### src/rtl/vcap_pkg.sv
package vcap_pkg;
    typedef enum logic [0:0] {ST_IDLE, ST_EXEC} cmd_state_t;

    localparam logic [2:0] OPC_GETCLR = 3'b111;

    localparam int REG_W   = 16;
    localparam int ADDR_W  = 3;
    localparam int KIND_W  = 4;
    localparam int SPID_W  = 4;
    localparam int MAC_W   = 48;
    localparam int MAC_WORDS = MAC_W / REG_W;

    localparam logic [ADDR_W-1:0] ADR_OP   = 3'd0;
    localparam logic [ADDR_W-1:0] ADR_DATA = 3'd1;
    localparam logic [ADDR_W-1:0] ADR_MAC0 = 3'd2;
endpackage

### src/rtl/vcap_latch.sv
module vcap_latch
    import vcap_pkg::*;
#(
    parameter int PORTS = 11
) (
    input  logic                clk,
    input  logic                rst_n,
    input  logic                evt_valid,
    input  logic [KIND_W-1:0]   evt_kind,
    input  logic [MAC_W-1:0]    evt_mac,
    input  logic [SPID_W-1:0]   evt_spid,
    input  logic [PORTS-1:0]    evt_pvec,
    input  logic                clear,
    output logic                pending,
    output logic                ovf,
    output logic [KIND_W-1:0]   cap_kind,
    output logic [MAC_W-1:0]    cap_mac,
    output logic [SPID_W-1:0]   cap_spid,
    output logic [PORTS-1:0]    cap_pvec
);
    logic take;

    always_comb take = evt_valid && (clear || !pending);

    always_ff @(posedge clk or negedge rst_n) begin
        if (!rst_n) begin
            pending  <= 1'b0;
            ovf      <= 1'b0;
            cap_kind <= '0;
            cap_mac  <= '0;
            cap_spid <= '0;
            cap_pvec <= '0;
        end else begin
            if (clear) begin
                pending  <= 1'b0;
                ovf      <= 1'b0;
                cap_kind <= '0;
                cap_mac  <= '0;
                cap_spid <= '0;
                cap_pvec <= '0;
            end else if (evt_valid && pending) begin
                ovf <= 1'b1;
            end
            if (take) begin
                pending  <= 1'b1;
                cap_kind <= evt_kind;
                cap_mac  <= evt_mac;
                cap_spid <= evt_spid;
                cap_pvec <= evt_pvec;
            end
        end
    end

    AST_IRQ_ON_EVT: assert property (@(posedge clk) disable iff (!rst_n)
        (evt_valid && !pending) |=> pending);
    AST_KEEP_FIRST: assert property (@(posedge clk) disable iff (!rst_n)
        (evt_valid && pending && !clear) |=> ($stable(cap_mac) && ovf));
    AST_CLEAR_EMPTIES: assert property (@(posedge clk) disable iff (!rst_n)
        (clear && !evt_valid) |=> (!pending && !ovf));
    AST_RACE_KEEPS: assert property (@(posedge clk) disable iff (!rst_n)
        (clear && evt_valid) |=> pending);
endmodule

### src/rtl/vcap_cmd_fsm.sv
module vcap_cmd_fsm
    import vcap_pkg::*;
(
    input  logic       clk,
    input  logic       rst_n,
    input  logic       cmd_wr,
    input  logic [3:0] cmd_wdata,
    output logic       busy,
    output logic       clear,
    output logic [2:0] last_opc
);
    cmd_state_t state, state_nx;
    logic       accept;

    always_comb accept = cmd_wr && cmd_wdata[3] && (state == ST_IDLE);

    always_comb begin
        state_nx = state;
        unique case (state)
            ST_IDLE: if (accept) state_nx = ST_EXEC;
            ST_EXEC: state_nx = ST_IDLE;
        endcase
    end

    always_ff @(posedge clk or negedge rst_n) begin
        if (!rst_n) begin
            state    <= ST_IDLE;
            last_opc <= '0;
        end else begin
            state <= state_nx;
            if (accept) last_opc <= cmd_wdata[2:0];
        end
    end

    always_comb begin
        busy  = 1'b0;
        clear = 1'b0;
        unique case (state)
            ST_IDLE: ;
            ST_EXEC: begin
                busy  = 1'b1;
                clear = (last_opc == OPC_GETCLR);
            end
        endcase
    end

    AST_ONE_CYCLE_EXEC: assert property (@(posedge clk) disable iff (!rst_n)
        (state == ST_EXEC) |=> (state == ST_IDLE));
    AST_BUSY_WR_IGNORED: assert property (@(posedge clk) disable iff (!rst_n)
        (state == ST_EXEC && cmd_wr) |=> $stable(last_opc));
endmodule

### src/rtl/vcap_readout.sv
module vcap_readout
    import vcap_pkg::*;
#(
    parameter int PORTS = 11
) (
    input  logic                clk,
    input  logic                rst_n,
    input  logic                load,
    input  logic [KIND_W-1:0]   cap_kind,
    input  logic                cap_ovf,
    input  logic [MAC_W-1:0]    cap_mac,
    input  logic [SPID_W-1:0]   cap_spid,
    input  logic [PORTS-1:0]    cap_pvec,
    output logic [KIND_W-1:0]   ro_kind,
    output logic                ro_ovf,
    output logic [REG_W-1:0]    ro_data,
    output logic [MAC_W-1:0]    ro_mac
);
    localparam int PAD_W = REG_W - SPID_W - PORTS;

    logic [REG_W-1:0] data_nx;

    generate
        if (PAD_W > 0) begin : g_pad
            always_comb data_nx = {{PAD_W{1'b0}}, cap_pvec, cap_spid};
        end else begin : g_nopad
            always_comb data_nx = {cap_pvec, cap_spid};
        end
    endgenerate

    always_ff @(posedge clk or negedge rst_n) begin
        if (!rst_n) begin
            ro_kind <= '0;
            ro_ovf  <= 1'b0;
            ro_data <= '0;
            ro_mac  <= '0;
        end else if (load) begin
            ro_kind <= cap_kind;
            ro_ovf  <= cap_ovf;
            ro_data <= data_nx;
            ro_mac  <= cap_mac;
        end
    end

    AST_HOLD_WHEN_IDLE: assert property (@(posedge clk) disable iff (!rst_n)
        !load |=> ($stable(ro_data) && $stable(ro_mac)));
endmodule

### src/rtl/viol_capture.sv
module viol_capture
    import vcap_pkg::*;
#(
    parameter int PORTS = 11
) (
    input  logic                clk,
    input  logic                rst_n,
    input  logic                evt_valid,
    input  logic [3:0]          evt_kind,
    input  logic [47:0]         evt_mac,
    input  logic [3:0]          evt_spid,
    input  logic [PORTS-1:0]    evt_pvec,
    input  logic                cmd_wr,
    input  logic [3:0]          cmd_wdata,
    input  logic [2:0]          reg_addr,
    output logic [15:0]         reg_rdata,
    output logic                irq
);
    logic                busy, clear, pending, cap_ovf, ro_ovf;
    logic [2:0]          last_opc;
    logic [KIND_W-1:0]   cap_kind, ro_kind;
    logic [MAC_W-1:0]    cap_mac, ro_mac;
    logic [SPID_W-1:0]   cap_spid;
    logic [PORTS-1:0]    cap_pvec;
    logic [REG_W-1:0]    ro_data;
    logic [REG_W-1:0]    op_word;
    logic [REG_W-1:0]    mac_word [MAC_WORDS];

    vcap_cmd_fsm u_fsm (
        .clk(clk), .rst_n(rst_n), .cmd_wr(cmd_wr), .cmd_wdata(cmd_wdata),
        .busy(busy), .clear(clear), .last_opc(last_opc)
    );

    vcap_latch #(.PORTS(PORTS)) u_latch (
        .clk(clk), .rst_n(rst_n), .evt_valid(evt_valid), .evt_kind(evt_kind),
        .evt_mac(evt_mac), .evt_spid(evt_spid), .evt_pvec(evt_pvec),
        .clear(clear), .pending(pending), .ovf(cap_ovf), .cap_kind(cap_kind),
        .cap_mac(cap_mac), .cap_spid(cap_spid), .cap_pvec(cap_pvec)
    );

    vcap_readout #(.PORTS(PORTS)) u_ro (
        .clk(clk), .rst_n(rst_n), .load(clear), .cap_kind(cap_kind),
        .cap_ovf(cap_ovf), .cap_mac(cap_mac), .cap_spid(cap_spid),
        .cap_pvec(cap_pvec), .ro_kind(ro_kind), .ro_ovf(ro_ovf),
        .ro_data(ro_data), .ro_mac(ro_mac)
    );

    genvar gi;
    generate
        for (gi = 0; gi < MAC_WORDS; gi++) begin : g_macw
            always_comb mac_word[gi] = ro_mac[MAC_W-1-gi*REG_W -: REG_W];
        end
    endgenerate

    always_comb op_word = {busy, last_opc, 3'b000, ro_ovf, ro_kind, 4'b0000};
    always_comb irq = pending;

    always_comb begin
        reg_rdata = '0;
        if (reg_addr == ADR_OP)        reg_rdata = op_word;
        else if (reg_addr == ADR_DATA) reg_rdata = ro_data;
        else begin
            for (int k = 0; k < MAC_WORDS; k++)
                if (reg_addr == ADR_MAC0 + ADDR_W'(k)) reg_rdata = mac_word[k];
        end
    end

    AST_IRQ_DROPS: assert property (@(posedge clk) disable iff (!rst_n)
        (clear && !evt_valid) |=> !irq);
endmodule

### config.mk
export PLATFORM = sky130hd
export DESIGN_NAME = viol_capture
export DESIGN_NICKNAME = d
export VERILOG_FILES = /design/src/rtl/vcap_pkg.sv /design/src/rtl/vcap_latch.sv /design/src/rtl/vcap_cmd_fsm.sv /design/src/rtl/vcap_readout.sv /design/src/rtl/viol_capture.sv
export SDC_FILE = /design/constraint.sdc
export NUM_CORES = 1
export LEC_CHECK = 0
export BUFFER_PORTS_ARGS = -buffer_cell sky130_fd_sc_hd__buf_4
export CAP_MARGIN = 20
export CORE_MARGIN = 2
export CORE_UTILIZATION = 50
export DETAILED_ROUTE_END_ITERATION = 8
export GPL_TIMING_DRIVEN = 0
export PLACE_DENSITY = 0.75
export SLEW_MARGIN = 20
export SYNTH_ARGS = -nofsm -noshare
export SYNTH_HDL_FRONTEND = slang
export SYNTH_SLANG_ARGS = --single-unit
### constraint.sdc
create_clock -name clk -period 1.4 [get_ports clk]
set_clock_uncertainty 0.1 [all_clocks]
set_input_delay 0.07 -clock clk [delete_from_list [all_inputs] [get_ports clk]]
set_output_delay 0.07 -clock clk [all_outputs]
set_load 0.02 [all_outputs]
### Word-level counts from Yosys, hierarchy flattened

Cells that the tools add are included.

* input port bits: 78
* output and inout port bits: 17
* flip-flop bits (word level): 141
* logic and storage cells: 47

* multiplexer cells: 20
* bitwise gates (word level): 1
* eq/ne operators: 5
* reductions and logical operators: 9

Operator list (count)
* $mux 48: 2
* $mux 16: 5
* $mux 11: 2
* $mux 4: 3
* $mux 1: 7
* $eq 3x2->1 const B: 2
* $eq 3x3->1 const B: 2
* $logic_and 1x1->1: 4
* $reduce_bool 2->1: 2
* $eq 3x1->1 const B: 1
* $logic_not 3->1: 1
* $pmux 1 s2: 1
* $logic_not 1->1: 1
* $logic_or 1x1->1: 1
* $not 1->1: 1

### Depth between registers and ports, before layout

Gate-level depths: netlist (run 1).

* depth after elaboration: 6
* mapped depth: 6
* depth with buffers taken out: 3

### Modules after synthesis

A second synthesis (run 1) with hierarchy kept.

* cell total of the unflattened synthesis: 532
* area total of the unflattened synthesis: 6676.4 µm²

Modules (own cells, without submodules)
* vcap_latch: sequential area each 1726.7 µm², area an instance 3276.9 µm², cells an instance 306, times used 1
* vcap_readout: sequential area each 1701.6 µm², area an instance 2626.3 µm², cells an instance 146, times used 1
* viol_capture: sequential area each 0.0 µm², area an instance 594.3 µm², cells an instance 70, times used 1
* vcap_cmd_fsm: sequential area each 100.1 µm², area an instance 178.9 µm², cells an instance 10, times used 1

### Least setup slack after synthesis (run 1)

No wires, ideal clock.

* path kind: reg2reg
* start: reg u_fsm.state
* end: reg u_latch.cap_mac[30]
* buffers on the path: 3
* setup slack: -0.045 ns
* stages on the path, launching flop included: 7
* clock period less this slack: 1.445 ns
* arrival: 1.280 ns
* data required time: 1.235 ns
* setup time: 0.065 ns
* path through: dfrtp_1 and4_1 buf_2 a21oi_2 buf_6 buf_4 a22o_1

* word-level cells in the longest chain between the ends: 4
* elaborated cells on any way between the ends: 5
* classes of those cells: mux (2); reduce/logical (3)

Ends and longest elaborated chain
* from (decl): RTL line vcap_cmd_fsm.sv:12 `cmd_state_t state, state_nx;`
* from (signal assigned): RTL line vcap_cmd_fsm.sv:30 `state <= state_nx;`
* $mux 1 *: RTL line vcap_cmd_fsm.sv:38 `unique case (state)`
* $logic_or 1x1->1: RTL line vcap_latch.sv:23 `always_comb take = evt_valid && (clear || !pending);`
* $logic_and 1x1->1: RTL line vcap_latch.sv:23
* $mux 48 / $reduce_bool 2->1 (equally long branches)
* to (signal assigned): RTL line vcap_latch.sv:47 `cap_mac <= evt_mac;`
* to (decl): RTL line vcap_latch.sv:17 `output logic [MAC_W-1:0] cap_mac,`

Mark *: on every way between the ends. The rest lies on a longest branch, timed or not.
A chain may end at the register's enable or synchronous reset.

### Worst setup path after layout (run 1)

* start: reg u_fsm.last_opc[0]
* end: out reg_rdata[12]

* word-level cells in the longest chain between the ends: 1

Ends and longest elaborated chain
* from (decl): RTL line vcap_cmd_fsm.sv:10 `output logic [2:0] last_opc`
* from (signal assigned): RTL line vcap_cmd_fsm.sv:31 `if (accept) last_opc <= cmd_wdata[2:0];`
* $mux 16: RTL line viol_capture.sv:60 `if (reg_addr == ADR_OP) reg_rdata = op_word;`
* to (decl): RTL line viol_capture.sv:16 `output logic [15:0] reg_rdata,`

No other way between the ends.

==> results of run 1 <==
path summary, 6_finish.rpt:
| kind | start | end | slack, ns | cells after the start |
|---|---|---|---|---|
| worst max-delay path | u_fsm.last_opc[0]$_DFFE_PN0P_ | reg_rdata[12] | -0.40 | 3 |
| worst min-delay path | rst_n | u_latch.cap_pvec[1]$_DFFE_PN0P_ | 0.01 | 2 |
| worst max register to register | u_fsm.last_opc[0]$_DFFE_PN0P_ | u_latch.cap_pvec[5]$_DFFE_PN0P_ | -0.29 | 7 |
| worst min register to register | u_ro.ro_mac[23]$_DFFE_PN0P_ | u_ro.ro_mac[23]$_DFFE_PN0P_ | 0.38 | 2 |
| max in group asynchronous | rst_n | u_fsm.state$_DFF_PN0_ | 0.33 | 3 |
| min in group clk | evt_mac[23] | u_latch.cap_mac[23]$_DFFE_PN0P_ | 0.31 | 3 |
power by group through the flow:
stage | Combinational, mW | Sequential (mW) | Clock, mW
after global routing | 4.51 | 7.82 | 4.67
after floorplan | 2.18 | 6.69 | 0
after global placement | 2.88 | 7.21 | 0
final | 4.19 | 7.70 | 4.50
after CTS | 3.58 | 7.29 | 4.45
after detailed placement | 3.03 | 7.25 | 0
per-layer routing:
layer / vias up / wire [um]
met5: - / 0
met4: 0 / 599
met3: 61 / 1070
met2: 264 / 10000
met1: 2630 / 7480
li1: 2268 / -
layout by cell type, fill, tap and decap left out, types with 2 or more instances in the layout:
cell type,synthesis,final
clkinv_2,0,3
buf_6,1,35
mux2_2,3,3
clkinv_4,0,2
dfrtp_1,141,137
clkbuf_2,0,4
nand2_4,0,20
nand2_2,0,59
clkinvlp_4,0,3
dfrtp_2,0,4
inv_1,2,2
dlygate4sd3_1,0,74
nor2_1,9,8
bufinv_16,0,2
o22ai_2,0,6
nor2b_1,2,2
clkbuf_8,0,3
mux2_4,0,8
a22oi_2,0,6
buf_8,0,22
nand2_1,204,125
buf_2,11,5
buf_12,0,5
a21oi_1,2,2
clkbuf_16,0,21
a22oi_1,8,2
buf_4,8,98
clkbuf_1,16,2
a221o_1,7,7
mux2i_2,0,4
a22o_1,67,67
mux2i_1,16,12
registers in the layout, summed over array words and instances (netlist names):
signal and cells:
u_ro.ro_mac 48, u_latch.cap_spid 4, u_latch.cap_kind 4, u_latch.pending 1, u_latch.cap_mac 48, u_fsm.last_opc 3
u_latch.ovf 1, u_latch.cap_pvec 11, u_ro.ro_ovf 1, u_fsm.state 1, u_ro.ro_kind 4, u_ro.ro_data 15
worst max-delay path, cell delays in order, from the launching register on:
cell     delay (ns)
dfrtp_2        0.43
mux2_4         0.29
a221o_1        0.34
buf_6          0.15
layout make-up:
class,instances,area (um2),area share (%)
clock inverter,10,115,1.25
inverter,2,7.51,0.0815
buffer,34,379,4.11
multi-input combinational,344,2430,26.3
tap,140,175,1.90
timing repair buffer,216,2110,22.9
clock buffer,21,470,5.11
sequential,141,3530,38.3
timing repair:
action                                 4_1_cts  5_1_grt
endpoints found under the hold margin      214        0
setup endpoints to repair                  153      152
pin swaps                                   66       71
hold buffers                                74        0
resized for setup                          103      173
buffers inserted                            14       25
gates cloned                                11        3
cell families (layout without fill, tap and decap cells):
logic type / count (synthesis) / after routing
simple gates: 221 / 221
flops: 141 / 141
compound gates: 96 / 96
buf+inv: 39 / 283
mux: 27 / 27
through the flow:
| step | setup TNS [ns] | power [mW] |
|---|---|---|
| after floorplan | -0.0165 | 8.87 |
| after global placement | -79.93 | 10.1 |
| after detailed placement | -42.62 | 10.3 |
| after CTS | -26.76 | 15.3 |
| after global routing | -28.88 | 17.0 |
| final | -24.86 | 16.4 |
==> results.json, run 1 <==
{
  "status": "complete, but fails checks",
  "violations": "setup timing",
  "end_kind": "output pin",
  "use_met1_pct": 36.4,
  "clockBufferDepth": 2,
  "synth_top_area_cell": "dfrtp_1",
  "p_clk_share_pct": 27.5,
  "synth_compound_area_share_pct": 14.2,
  "antenna_found_initial": 0,
  "drive_above_1_share_pct": 41.9,
  "cts_tree": "built",
  "dpl_cell_area_um2": 6630,
  "htree_num_levels": 4,
  "path_max_fanout": 4,
  "synth_top_family_by_area": "simple AND/OR/NAND/NOR gates",
  "switchingPower_mw": 5.34,
  "place.gp.congestion": 0.912,
  "grt_pass1_vias": 5209,
  "yosysWarnings": 0,
  "worstMarginPinSlew_ns": 0.659,
  "synthToLayoutAreaGrowth_pct": 61.8,
  "grt_overflow": 0,
  "combinationalPowerShare_pct": 25.6,
  "drcViolationCount": 0,
  "whs_ns": 0.0134,
  "top_usage_layer": "met2",
  "use_met2_pct": 47.8,
  "synth.ff_latch_count": 141,
  "peakVddDrop_uv": 1710,
  "ys_async_sr_fraction_pct": 100,
  "syn_area_per_cell_um2": 10.9,
  "finalNonFillerCells": 908,
  "drt_iter0_drc": 455,
  "fin_crit_sh_pct": 129,
  "synth_ff_type": "dfrtp_1",
  "clk_root_buffer_cell": "clkbuf_16",
  "cts-buffers-inserted": 17,
  "period_minus_slack_ns": 1.80,
  "final_hold_viol_count": 0,
  "core_um2": 11000,
  "synthAdderAreaFrac_pct": 0,
  "power_density_nw_per_um2": 1780,
  "synth_nets": 602,
  "synth_most_common_cell": "nand2_1",
  "synth_mux_area_share_pct": 4.99,
  "cp.arrival_ns": 1.63,
  "yosys-top-cells-count": "nand2_1 (204), dfrtp_1 (141), a22o_1 (67), clkbuf_1 (16), mux2i_1 (16)",
  "synthXorXnorAreaFrac_pct": 0,
  "io_buffers": 93,
  "post-place-ws_ns": -0.568,
  "final_util_pct": 83.9,
  "power.internal_mw": 11.1,
  "drt-vias-per-instance": 5.75,
  "wl_mm": 19.2,
  "cap_violations": 0,
  "place_hpwl_mm": 9.97,
  "p_leak_nw": 4.75,
  "hold_class": "in2async",
  "slew_viol_final": 0,
  "met3_usage_pct": 5.96,
  "wl_per_cell_um": 21.1,
  "cp.required_ns": 1.23,
  "path_class": "reg2out",
  "grt_pass1_wl_mm": 27.1,
  "cts.sinks": 141,
  "dr_total_vias": 5223,
  "die_y_um": 111,
  "nets": 834,
  "n_antenna_cell": 0,
  "grt_max_degree": 104,
  "die_x_um": 111,
  "cp-start-kind": "register",
  "drt_pass1_iterations": 7,
  "placed_cells": 758,
  "rsz0062_at_grt": "true",
  "netSwitchingFraction_pct": 32.6,
  "seqPwrFrac_pct": 47.0,
  "synth_top_area_share_pct": 62.0,
  "finalWorstSetupSlack_ns": -0.400,
  "ys_seq_area_share_pct": 62.0,
  "insertion_delay_ns": 0.42,
  "synth-edff-count": 0,
  "start_util_pct": 51.8,
  "yosys-top-cells-area": "dfrtp_1 (62%), nand2_1 (13%), a22o_1 (10%)",
  "syn_area_um2": 5690,
  "synth_cell_types": 28,
  "antenna_left": 0,
  "synth_cells": 524,
  "track_usage_pct": 28.1,
  "slew_headroom_pct": 55.9,
  "max_freq_mhz": 556,
  "setup_violations": 147,
  "synth_simple_gate_area_share_pct": 15.4,
  "final_area_um2": 9210,
  "die-area_um2": 12300,
  "rows": 38,
  "clk_pin_slew_ns": 0.06,
  "fillers": 493,
  "ios": 95
}
Power figures use the tool's default switching activity.
==> inputs of run 2 (changes only) <==
- CORE_UTILIZATION: 50 -> 56
- PLACE_DENSITY: 0.75 -> 0.79
- clock period: 1.4 -> 2 ns (I/O delays scaled with it)
==> run 2 against run 1 <==
Compared with the run above:
- global-route usage rose by 2.4 points
- largest cell class unchanged
- power shrank 36%
- hold slack improved by 0.21 ns
- sequential share of layout area increased by 5.9 points
- critical endpoint is now reg_rdata[13]
- via count shrank 7.8%
- first-iteration DRC count shrank 26%
- the flow now finishes without violations
- wire length fell by 17%
- critical path type unchanged
- combinational power shrank 44%
- clock-buffer cell count down 1
- flip-flop and latch count unchanged
- cell count decreased by 5.2%
- cell area fell by 13%
==> results.json, run 2 (same netlist as run 1, synthesis figures left out) <==
{
  "synthToLayoutAreaGrowth_pct": 40.3,
  "final_util_pct": 81.3,
  "place.gp.congestion": 0.886,
  "place_hpwl_mm": 9.92,
  "grt_overflow": 0,
  "post-place-ws_ns": 0.0774,
  "crit_end": "reg_rdata[13]",
  "slew_headroom_pct": 62.3,
  "insertion_delay_ns": 0.54,
  "timing.rr.end": "u_latch.cap_pvec[2]$_DFFE_PN0P_",
  "end_kind": "output pin",
  "grt_pass1_vias": 4870,
  "final_cell_mix": "nand2_1 (204), dfrtp_1 (139), buf_4 (101), dlygate4sd3_1 (78), a22o_1 (67)",
  "antenna_left": 0,
  "hold_class": "in2reg",
  "track_usage_pct": 30.6,
  "grt_pass1_wl_mm": 25.6,
  "path_max_fanout": 4,
  "cts-buffers-inserted": 17,
  "die_y_um": 105,
  "cp.required_ns": 1.80,
  "dpl_cell_area_um2": 6590,
  "finalNonFillerCells": 861,
  "peakVddDrop_uv": 708,
  "drt_iter0_drc": 337,
  "cts.sinks": 141,
  "drive_above_1_share_pct": 21.3,
  "setup_violations": 0,
  "top_regs": "u_latch.cap_mac: 48 flops, u_ro.ro_mac: 48 flops, u_ro.ro_data: 15 flops",
  "clk_root_buffer_cell": "clkbuf_8",
  "grt_max_degree": 108,
  "rows": 36,
  "worstMarginPinSlew_ns": 0.563,
  "setup-tns-final_ns": 0,
  "htree_num_levels": 4,
  "status": "complete, no violations",
  "fillers": 556,
  "drt-vias-per-instance": 5.59,
  "cap_violations": 0,
  "power_density_nw_per_um2": 1310,
  "ios": 95,
  "clockBufferDepth": 2,
  "register_area_um2": 3530,
  "multi_input_area_um2": 1990,
  "antenna_found_initial": 0,
  "cp.arrival_ns": 1.77,
  "p_leak_nw": 4.06,
  "startpoint": "u_fsm.last_opc[1]$_DFFE_PN0P_",
  "finalWorstSetupSlack_ns": 0.0253,
  "mostFrequentLayoutCell": "nand2_1",
  "placed_cells": 751,
  "total_power_mw": 10.5,
  "die-area_um2": 11000,
  "die_x_um": 105,
  "period_minus_slack_ns": 1.97,
  "start_util_pct": 58.0,
  "slew_viol_final": 0,
  "max_freq_mhz": 506,
  "final_area_um2": 7990,
  "wl_mm": 16.0,
  "rrSetupSlack_ns": 0.07,
  "core_um2": 9820,
  "nets": 795,
  "cts_tree": "built",
  "rr_worst_depth": 6,
  "dr_total_vias": 4814,
  "cp-start-kind": "register",
  "drcViolationCount": 0,
  "n_antenna_cell": 0,
  "path_class": "reg2out",
  "drt_pass1_iterations": 4,
  "clk_pin_slew_ns": 0.06,
  "fin_crit_sh_pct": 98.7,
  "whs_ns": 0.225,
  "final_hold_viol_count": 0,
  "timing.rr.start": "u_fsm.last_opc[0]$_DFFE_PN0P_",
  "wl_per_cell_um": 18.6,
  "io_buffers": 93
}
## run 2: critical path: stages (launching register included)
cell and delay (ns):
dfrtp_1 0.44, mux2_4 0.29, a221o_1 0.34, buf_4 0.17
## run 2: how the worst min path moves through the flow
stage / slack, ns / cells past startpoint / to / start
CTS: 0.21 / 3 / u_latch.cap_mac[44]$_DFFE_PN0P_ / evt_mac[44]
global placement: 0.21 / 2 / u_latch.pending$_DFFE_PN0P_ / evt_valid
detailed placement: -0.12 / 1 / u_latch.cap_mac[0]$_DFFE_PN0P_ / rst_n
finish: 0.23 / 3 / u_latch.cap_spid[3]$_DFFE_PN0P_ / evt_spid[3]
global route: 0.22 / 3 / u_latch.cap_mac[33]$_DFFE_PN0P_ / evt_mac[33]
floorplan: -0.30 / 0 / u_fsm.last_opc[0]$_DFFE_PN0P_ / rst_n
## run 2: layer usage
layer  vias up  GRT usage [%]  wire (um)  part of all wire (%)
met3        29           7.30        929                   5.8
met2       202           48.8       7810                    49
met4         0           11.0        294                   1.8
met5         -              0          0                     0
li1       2178              -          -                     -
met1      2405           41.2       6960                    44
## run 2: area by class of cell
cell class | instances | share of cell area, %
clock inverter | 10 | 1.47
sequential | 141 | 44.2
clock buffer | 20 | 5.58
inverter | 2 | 0.0940
buffer | 37 | 2.38
timing repair buffer | 174 | 19.3
tap | 133 | 2.08
multi-input combinational | 344 | 24.9
## run 2: timing repair
| item | CTS | global route |
|---|---|---|
| buffers inserted | 0 | 1 |
| resized for setup | 0 | 5 |
| hold buffers | 79 | 0 |
| setup endpoints to repair | 0 | 32 |
| endpoints found under the hold margin | 214 | 0 |
## run 2: report_power, final
group | internal [mW] | switching [mW] | total (mW)
sequential | 4.16 | 0.944 | 5.10
combinational | 1.28 | 1.08 | 2.35
clock | 1.83 | 1.19 | 3.02
==> inputs of run 3 (changes only) <==
- CORE_ASPECT_RATIO: not set -> 0.75
==> run 3 against run 2 <==
Compared with the run above:
- register-to-register slack about the same
- cell area down 1.3%
- clock-buffer cell count up 4
- non-clock buffer count down 6
- clock power shrank 3%
- critical path depth is 2 higher
- hold slack got worse by 0.18 ns
==> results.json, run 3 (same netlist as run 1, synthesis figures left out) <==
{
  "status": "complete, no violations",
  "mostFrequentLayoutCell": "nand2_1",
  "cp.arrival_ns": 2.17,
  "p_leak_nw": 4.03,
  "end_kind": "register",
  "cap_violations": 0,
  "cts_tree": "built",
  "grt_max_degree": 108,
  "n_antenna_cell": 0,
  "dr_total_vias": 4734,
  "dpl_cell_area_um2": 6590,
  "grt_pass1_vias": 4952,
  "cp.required_ns": 2.24,
  "final_util_pct": 80.7,
  "peakVddDrop_uv": 759,
  "top_regs": "u_latch.cap_mac: 48 flops, u_ro.ro_mac: 48 flops, u_ro.ro_data: 15 flops",
  "ios": 95,
  "period_minus_slack_ns": 1.93,
  "fin_crit_sh_pct": 96.6,
  "power_density_nw_per_um2": 1310,
  "total_power_mw": 10.3,
  "io_buffers": 93,
  "die-area_um2": 11000,
  "worstMarginPinSlew_ns": 0.634,
  "path_class": "reg2reg",
  "crit_path_top_delay_cell": "dfrtp_1",
  "track_usage_pct": 30.0,
  "synthToLayoutAreaGrowth_pct": 38.5,
  "clk_root_buffer_cell": "clkbuf_16",
  "placed_cells": 750,
  "wl_mm": 15.3,
  "final_hold_viol_count": 0,
  "insertion_delay_ns": 0.41,
  "htree_num_levels": 4,
  "antenna_left": 0,
  "nets": 789,
  "core_um2": 9770,
  "rsz0062_at_grt": "false",
  "cts.sinks": 141,
  "rows": 31,
  "drcViolationCount": 0,
  "setup-tns-final_ns": 0,
  "path_max_fanout": 10,
  "drt_pass1_iterations": 6,
  "slew_viol_final": 0,
  "max_freq_mhz": 518,
  "finalNonFillerCells": 855,
  "start_util_pct": 58.2,
  "rr_worst_depth": 5,
  "drive_above_1_share_pct": 20.5,
  "cts-buffers-inserted": 17,
  "drt-vias-per-instance": 5.54,
  "place_hpwl_mm": 9.74,
  "setup_violations": 0,
  "whs_ns": 0.0433,
  "final_cell_mix": "nand2_1 (204), dfrtp_1 (141), buf_4 (100), dlygate4sd3_1 (74), a22o_1 (67)",
  "antenna_found_initial": 0,
  "clk_pin_slew_ns": 0.06,
  "final_area_um2": 7890,
  "hold_class": "in2async",
  "post-place-ws_ns": 0.143,
  "max_stage_delay_ns": 0.43,
  "slew_headroom_pct": 57.6,
  "cp-start-kind": "register",
  "grt_pass1_wl_mm": 25.1,
  "place.gp.congestion": 0.905,
  "grt_overflow": 0,
  "crit_chain": "nand4_2, a21boi_4, buf_2, buf_4, a22o_1",
  "wl_per_cell_um": 17.9,
  "finalWorstSetupSlack_ns": 0.0690,
  "die_x_um": 120,
  "clockBufferDepth": 2,
  "die_y_um": 91.3,
  "drt_iter0_drc": 338,
  "fillers": 600
}
==> run 3: cell count changes in the layout (fill, tap and decap cells not counted), sizes merged <==
cell         previous run  this run
clkbuf                 36        40
dlygate4sd3            78        74
buf                   117       115
bufinv                  2         1
clkinv                  7         6
clkinvlp                1         0
==> run 3: final cells by class <==
type | count | area, um2 | area share (%)
Clock inverter | 7 | 63.8 | 0.809
Inverter | 2 | 7.51 | 0.0952
Buffer | 37 | 190 | 2.41
Sequential cell | 141 | 3530 | 44.7
Clock buffer | 24 | 482 | 6.11
Multi-Input combinational cell | 344 | 1970 | 25.0
Timing Repair Buffer | 168 | 1470 | 18.7
Tap cell | 132 | 165 | 2.09
==> run 3: metal layers <==
| layer | share of wire [%] | GRT usage [%] |
|---|---|---|
| met1 | 45 | 39.9 |
| met2 | 47 | 47.1 |
| met3 | 6.3 | 8.23 |
| met4 | 2.3 | 12.1 |
| met5 | 0 | 0 |
==> run 3: repair_timing <==
action                                 in CTS  in global routing
endpoints found under the hold margin     214                  0
hold buffers                               74                  0
gates resized for setup                     0                  1
setup endpoints to repair                   0                 17
buffers inserted                            0                  0
==> run 3: worst paths after layout <==
kind / from / endpoint / slack [ns]
max: u_fsm.state$_DFF_PN0_ / u_latch.cap_pvec[6]$_DFFE_PN0P_ / 0.07
min reg2reg: u_latch.cap_kind[0]$_DFFE_PN0P_ / u_ro.ro_kind[0]$_DFFE_PN0P_ / 0.37
max in group asynchronous: rst_n / u_latch.cap_mac[38]$_DFFE_PN0P_ / 0.99
min: rst_n / u_latch.cap_mac[4]$_DFFE_PN0P_ / 0.04
min in group clk: cmd_wr / u_fsm.last_opc[0]$_DFFE_PN0P_ / 0.07
max reg2reg: u_fsm.state$_DFF_PN0_ / u_latch.cap_pvec[6]$_DFFE_PN0P_ / 0.07
==> run 3: worst max-delay path, delay by kind of cell, from the launching register on <==
family / cells / cell delay (ns)
buffers and inverters: 2 / 0.54
DFF: 1 / 0.43
AOI/OAI and AO/OA: 2 / 0.48
and+or+nand+nor: 1 / 0.31
==> run 3: power breakdown <==
group          total [mW]  internal (mW)  switching, mW
combinational        2.28           1.24           1.04
sequential           5.10           4.16          0.942
clock                2.92           1.79           1.12
total                10.3           7.20           3.10
